**src/rtl/simd_cond_eval.sv**
```systemverilog
module simd_cond_eval #(
  parameter int DATA_W = 64
) (
  input  logic [DATA_W-1:0] value,
  input  logic              test_zero,
  input  logic              negate,
  input  logic              need_all,
  input  logic              simd,
  input  logic [1:0]        lane_size,
  output logic              taken
);
  localparam int NSIZE = 4;

  logic [NSIZE-1:0] first_hit;
  logic [NSIZE-1:0] any_hit;
  logic [NSIZE-1:0] all_hit;

  for (genvar g = 0; g < NSIZE; g++) begin : g_size
    localparam int W = 8 << g;
    localparam int N = DATA_W / W;
    logic [N-1:0] hit;
    for (genvar c = 0; c < N; c++) begin : g_lane
      logic [W-1:0] lane;
      assign lane   = value[c*W +: W];
      assign hit[c] = (test_zero ? ~|lane : lane[0]) ^ negate;
    end
    assign first_hit[g] = hit[0];
    assign any_hit[g]   = |hit;
    assign all_hit[g]   = &hit;
  end

  assign taken = !simd    ? first_hit[lane_size] :
                 need_all ? all_hit[lane_size]   :
                            any_hit[lane_size];
endmodule

```
**config.mk**
```make
export PLATFORM = sky130hd
export DESIGN_NAME = simd_cond_eval
export DESIGN_NICKNAME = d
export VERILOG_FILES = /design/src/rtl/simd_cond_eval.sv
export SDC_FILE = /design/constraint.sdc
export NUM_CORES = 1
export LEC_CHECK = 0
export BUFFER_PORTS_ARGS = -buffer_cell sky130_fd_sc_hd__buf_2
export CORE_MARGIN = 10
export CORE_UTILIZATION = 43
export DETAILED_ROUTE_END_ITERATION = 8
export GPL_TIMING_DRIVEN = 0
export PLACE_DENSITY = 0.82
export SLEW_MARGIN = 20
export SYNTH_ARGS = -nofsm -noshare
export SYNTH_HDL_FRONTEND = slang
export SYNTH_SLANG_ARGS = --single-unit
```
**constraint.sdc**
```tcl
create_clock -name vclk -period 3
set_clock_uncertainty 0.1 [all_clocks]
set_input_delay 0.15 -clock vclk [all_inputs]
set_output_delay 0.15 -clock vclk [all_outputs]
set_load 0.05 [all_outputs]
```
# Word-level counts from Yosys, hierarchy flattened
# Cells that the tools add are included.
[totals]
register_bits = 0
in_bits = 70
out_inout_bits = 1
elab_cells = 75
[op_classes]
n_lt_le_gt_ge = 1
n_mux = 23
bitwise = 15
reduce_logical = 36
[op_table]
columns = ["cell", "count"]
rows = [
  ["$reduce_or 8->1", 9],
  ["$reduce_or 16->1", 4],
  ["$reduce_or 32->1", 2],
  ["$reduce_or 64->1", 1],
  ["$mux 1", 20],
  ["$logic_not 1->1", 15],
  ["$xor 1x1->1", 15],
  ["$reduce_and 8->1", 1],
  ["$bmux 1 s2", 3],
  ["$reduce_and 4->1", 1],
  ["$reduce_or 4->1", 1],
  ["$lt 2x3->1 const B", 1],
  ["$reduce_and 2->1", 1],
  ["$reduce_or 2->1", 1],
]

# Logic depth before layout (Yosys ltp)
[depth]
depth_word = 9
mapped_depth = 8
depth_no_buf = 7

# Worst setup path after synthesis
# Ideal clock, no wire load.
[synth_timing]
path_kind = "input-to-output"
from = "input value[29]"
to = "output taken"
t_arrival_ns = 2.417
required_ns = 2.750
path_slack_ns = 0.333
cell_stages = 7
path_buffers = 0
path_cell_list = "nor4_1 nand2_1 or3_1 mux4_2 or4_1 a221oi_2 o22ai_1"
[synth_between]
elab_chain_len = 9
[synth_rtl]
columns = ["element", "line_no", "source"]
rows = [
  ["start: declaration", "4", "input logic [DATA_W-1:0] value,"],
  ["$reduce_or 8->1, or another cell as far along", "25", "assign hit[c] = (test_zero ? ~|lane : lane[0]) ^ negate;"],
  ["$logic_not 1->1", "25", ""],
  ["$mux 1", "25", ""],
  ["$xor 1x1->1", "25", ""],
  ["$reduce_or 8->1, or another cell as far along", "28", "assign any_hit[g] = |hit;"],
  ["$bmux 1 s2 (on tied branches)", "34, 33", ""],
  ["$mux 1 (on tied branches)", "34, 33", ""],
  ["$mux 1", "33", "need_all ? all_hit[lane_size] :"],
  ["$mux 1 (*)", "32", "assign taken = !simd ? first_hit[lane_size] :"],
  ["end: declaration", "10", "output logic taken"],
]
# Mark *: on every way between the ends. The rest lies on a longest branch, timed or not. The select of a mux whose other input is x is not followed.

# Worst setup path after layout
[layout_timing]
from = "input value[1]"
to = "output taken"
# Same word-level chain as after synthesis.

==> flow_summary.json <==
{
  "crit_path_end_kind": "output port",
  "grt_pass1_vias": 1560,
  "crit_cells": 9,
  "area_growth_syn_to_layout_pct": 52.5,
  "cp_top_family": "simple AND/OR/NAND/NOR gates",
  "drive_gt1_share_pct": 46.7,
  "dp_hpwl_um": 3310,
  "cp_max_fo": 8,
  "wire_per_inst_um": 17.2,
  "final_hold_viol_count": 0,
  "maxCapViolCount": 0,
  "seq_cells": 0,
  "grt-ovfl-total": 0,
  "design.core.area_um2": 2000,
  "cpPeakStageDelay_ns": 0.63,
  "worst_pin_slew_ns": 0.718,
  "fin_nets": 282,
  "cp.arrival_ns": 2.61,
  "postSynthCellCount": 133,
  "cp-start-kind": "primary input",
  "slew_violations": 0,
  "cp.buffers_inverters": 2,
  "drt_pass1_iterations": 4,
  "period_needed_ns": 2.86,
  "clkbuf_count": 0,
  "holdBufCountCts": 0,
  "die_area_um2": 4420,
  "diodes": 0,
  "status": "finished, final reports clean",
  "synth.area.top_cells": "nor4_1 (9.4%), xor2_1 (5.7%), a31oi_1 (5.4%), nor2b_1 (4.7%), nor4_4 (4.6%)",
  "drc": 0,
  "fin_util_pct": 70.8,
  "synth-seq-area-share_pct": 0,
  "power_density_nw_per_um2": 114,
  "place_congestion": 0.935,
  "crit_path_frequent_cell": "buf_2",
  "io_buffers": 70,
  "grt_pass1_wl_um": 6350,
  "cp.required_ns": 2.75,
  "die_h_um": 66.5,
  "startpoint": "value[1]",
  "grt_use_total_pct": 16.9,
  "synth_cell_types": 50,
  "setup_viol": 0,
  "fin_crit_sh_pct": 95.5,
  "power.leakage_nw": 0.591,
  "fillers": 169,
  "totalWireLength_um": 4090,
  "multiInputGateArea_um2": 928,
  "grt_max_degree": 11,
  "crit_slowest_cell": "nor4_1",
  "synth.top_cell.area_share_pct": 9.42,
  "path_cells": "buf_2 > nor4_1 > a31oi_2 > nor3_1 > mux2i_1 > or4_1 > a221oi_2 > o22ai_1 > buf_2",
  "synth_area_um2": 930,
  "ir_drop_mv": 0.0987,
  "first_iter_violations": 77,
  "start_util_pct": 46.4,
  "pre_cts_ws_ns": -0.0147,
  "yosysWarnings": 0,
  "ant_nets": 0,
  "hp-class": "in2out",
  "grt_antenna_before_repair": 0,
  "die_x_um": 66.5,
  "rows": 16,
  "critical_path.endpoint": "taken",
  "io_pins": 71,
  "fin_ws_ns": 0.136,
  "synth_largest_area_cell": "nor4_1",
  "slew_headroom_pct": 51.7,
  "register_area_um2": 0,
  "fmax_mhz": 349,
  "syn-mean-instance-area_um2": 6.99,
  "num_vias": 1446,
  "vias_per_cell": 6.10,
  "worstSetupPathType": "in2out",
  "synthesis.nets": 203
}
[worst min path at each step]
stage	start	to	slack, ns	cells after the start
finish	simd	taken	0.56	3
global route	simd	taken	0.60	3
CTS	simd	taken	0.57	3
detailed placement	simd	taken	0.57	3
global placement	simd	taken	0.56	3
floorplan	simd	taken	0.52	1
[cell usage in the layout, fill, tap and decap left out, types with 2 or more instances in the layout]
| master | netlist | routed |
|---|---|---|
| a211oi_1 | 3 | 3 |
| a21oi_1 | 5 | 5 |
| a31oi_1 | 8 | 7 |
| a41oi_1 | 3 | 3 |
| and2_1 | 2 | 2 |
| and3_1 | 3 | 3 |
| buf_2 | 0 | 70 |
| buf_4 | 3 | 10 |
| clkbuf_1 | 2 | 2 |
| clkbuf_4 | 2 | 2 |
| inv_1 | 2 | 2 |
| mux2i_1 | 2 | 2 |
| nand2_1 | 11 | 11 |
| nand3_1 | 3 | 3 |
| nand4_1 | 5 | 5 |
| nor2_1 | 6 | 6 |
| nor2b_1 | 7 | 7 |
| nor3_1 | 4 | 4 |
| nor3b_1 | 3 | 3 |
| nor4_1 | 14 | 11 |
| nor4_2 | 3 | 3 |
| nor4_4 | 2 | 5 |
| nor4b_1 | 2 | 2 |
| o211ai_1 | 2 | 2 |
| o21ai_0 | 3 | 3 |
| or3_1 | 3 | 3 |
| xor2_1 | 6 | 6 |
[routing by layer]
layer	routed length (µm)	global-route usage, %
met5	0	0
met4	46	3.66
met3	394	4.18
met2	2020	30.4
met1	1630	19.5
[cell families after synthesis]
logic type,Yosys count,synth area share (%)
AOI/OAI and AO/OA,37,29.1
muxes,4,5.79
xor gates and xnor gates,7,6.60
buffers and inverters,9,5.65
and+or+nand+nor,76,52.9
[layout make-up]
cell class	instances	share of cell area, %
Multi-Input combinational cell	124	65.5
Timing Repair Buffer	77	28.4
Buffer	7	3.18
Tap cell	27	2.38
Inverter	2	0.530
[worst min-delay path: cells and delay by family]
kind	cells	cell delay, ns
compound gates	1	0.07
buf+inv	2	0.30
[report_power, final]
part	internal, mW	total [mW]	leakage (nW)	switching, mW
Clock	0	0	0	0
Combinational	0.0755	0.161	0.591	0.0855
Sequential	0	0	0	0
Total	0.0755	0.161	0.591	0.0855
[metrics by stage]
| stage | cells | setup TNS (ns) | hold WS (ns) | cell area, µm² | power, mW |
|---|---|---|---|---|---|
| after floorplan | 133 | 0 | 0.524 | 930 | 0.0773 |
| after global placement | 230 | 0 | 0.560 | 1310 | 0.145 |
| after detailed placement | 230 | -0.0147 | 0.568 | 1310 | 0.149 |
| after CTS | 230 | 0 | 0.569 | 1320 | 0.150 |
| after global routing | 237 | -0.0150 | 0.600 | 1420 | 0.177 |
| final | 237 | 0 | 0.565 | 1420 | 0.161 |
[cell usage after synthesis (4+ instances only)]
cell     count
nor4_1      14
nand2_1     11
a31oi_1      8
nor2b_1      7
nor2_1       6
xor2_1       6
a21oi_1      5
nand4_1      5
nor3_1       4
[what timing repair did]
action                                  in CTS  in global routing
endpoints found under the setup margin       1                  1
gates resized for setup                      1                  6
setup buffers                                0                  7
pin swaps                                    0                  4
No activity file was read; power rests on OpenSTA's default activity.
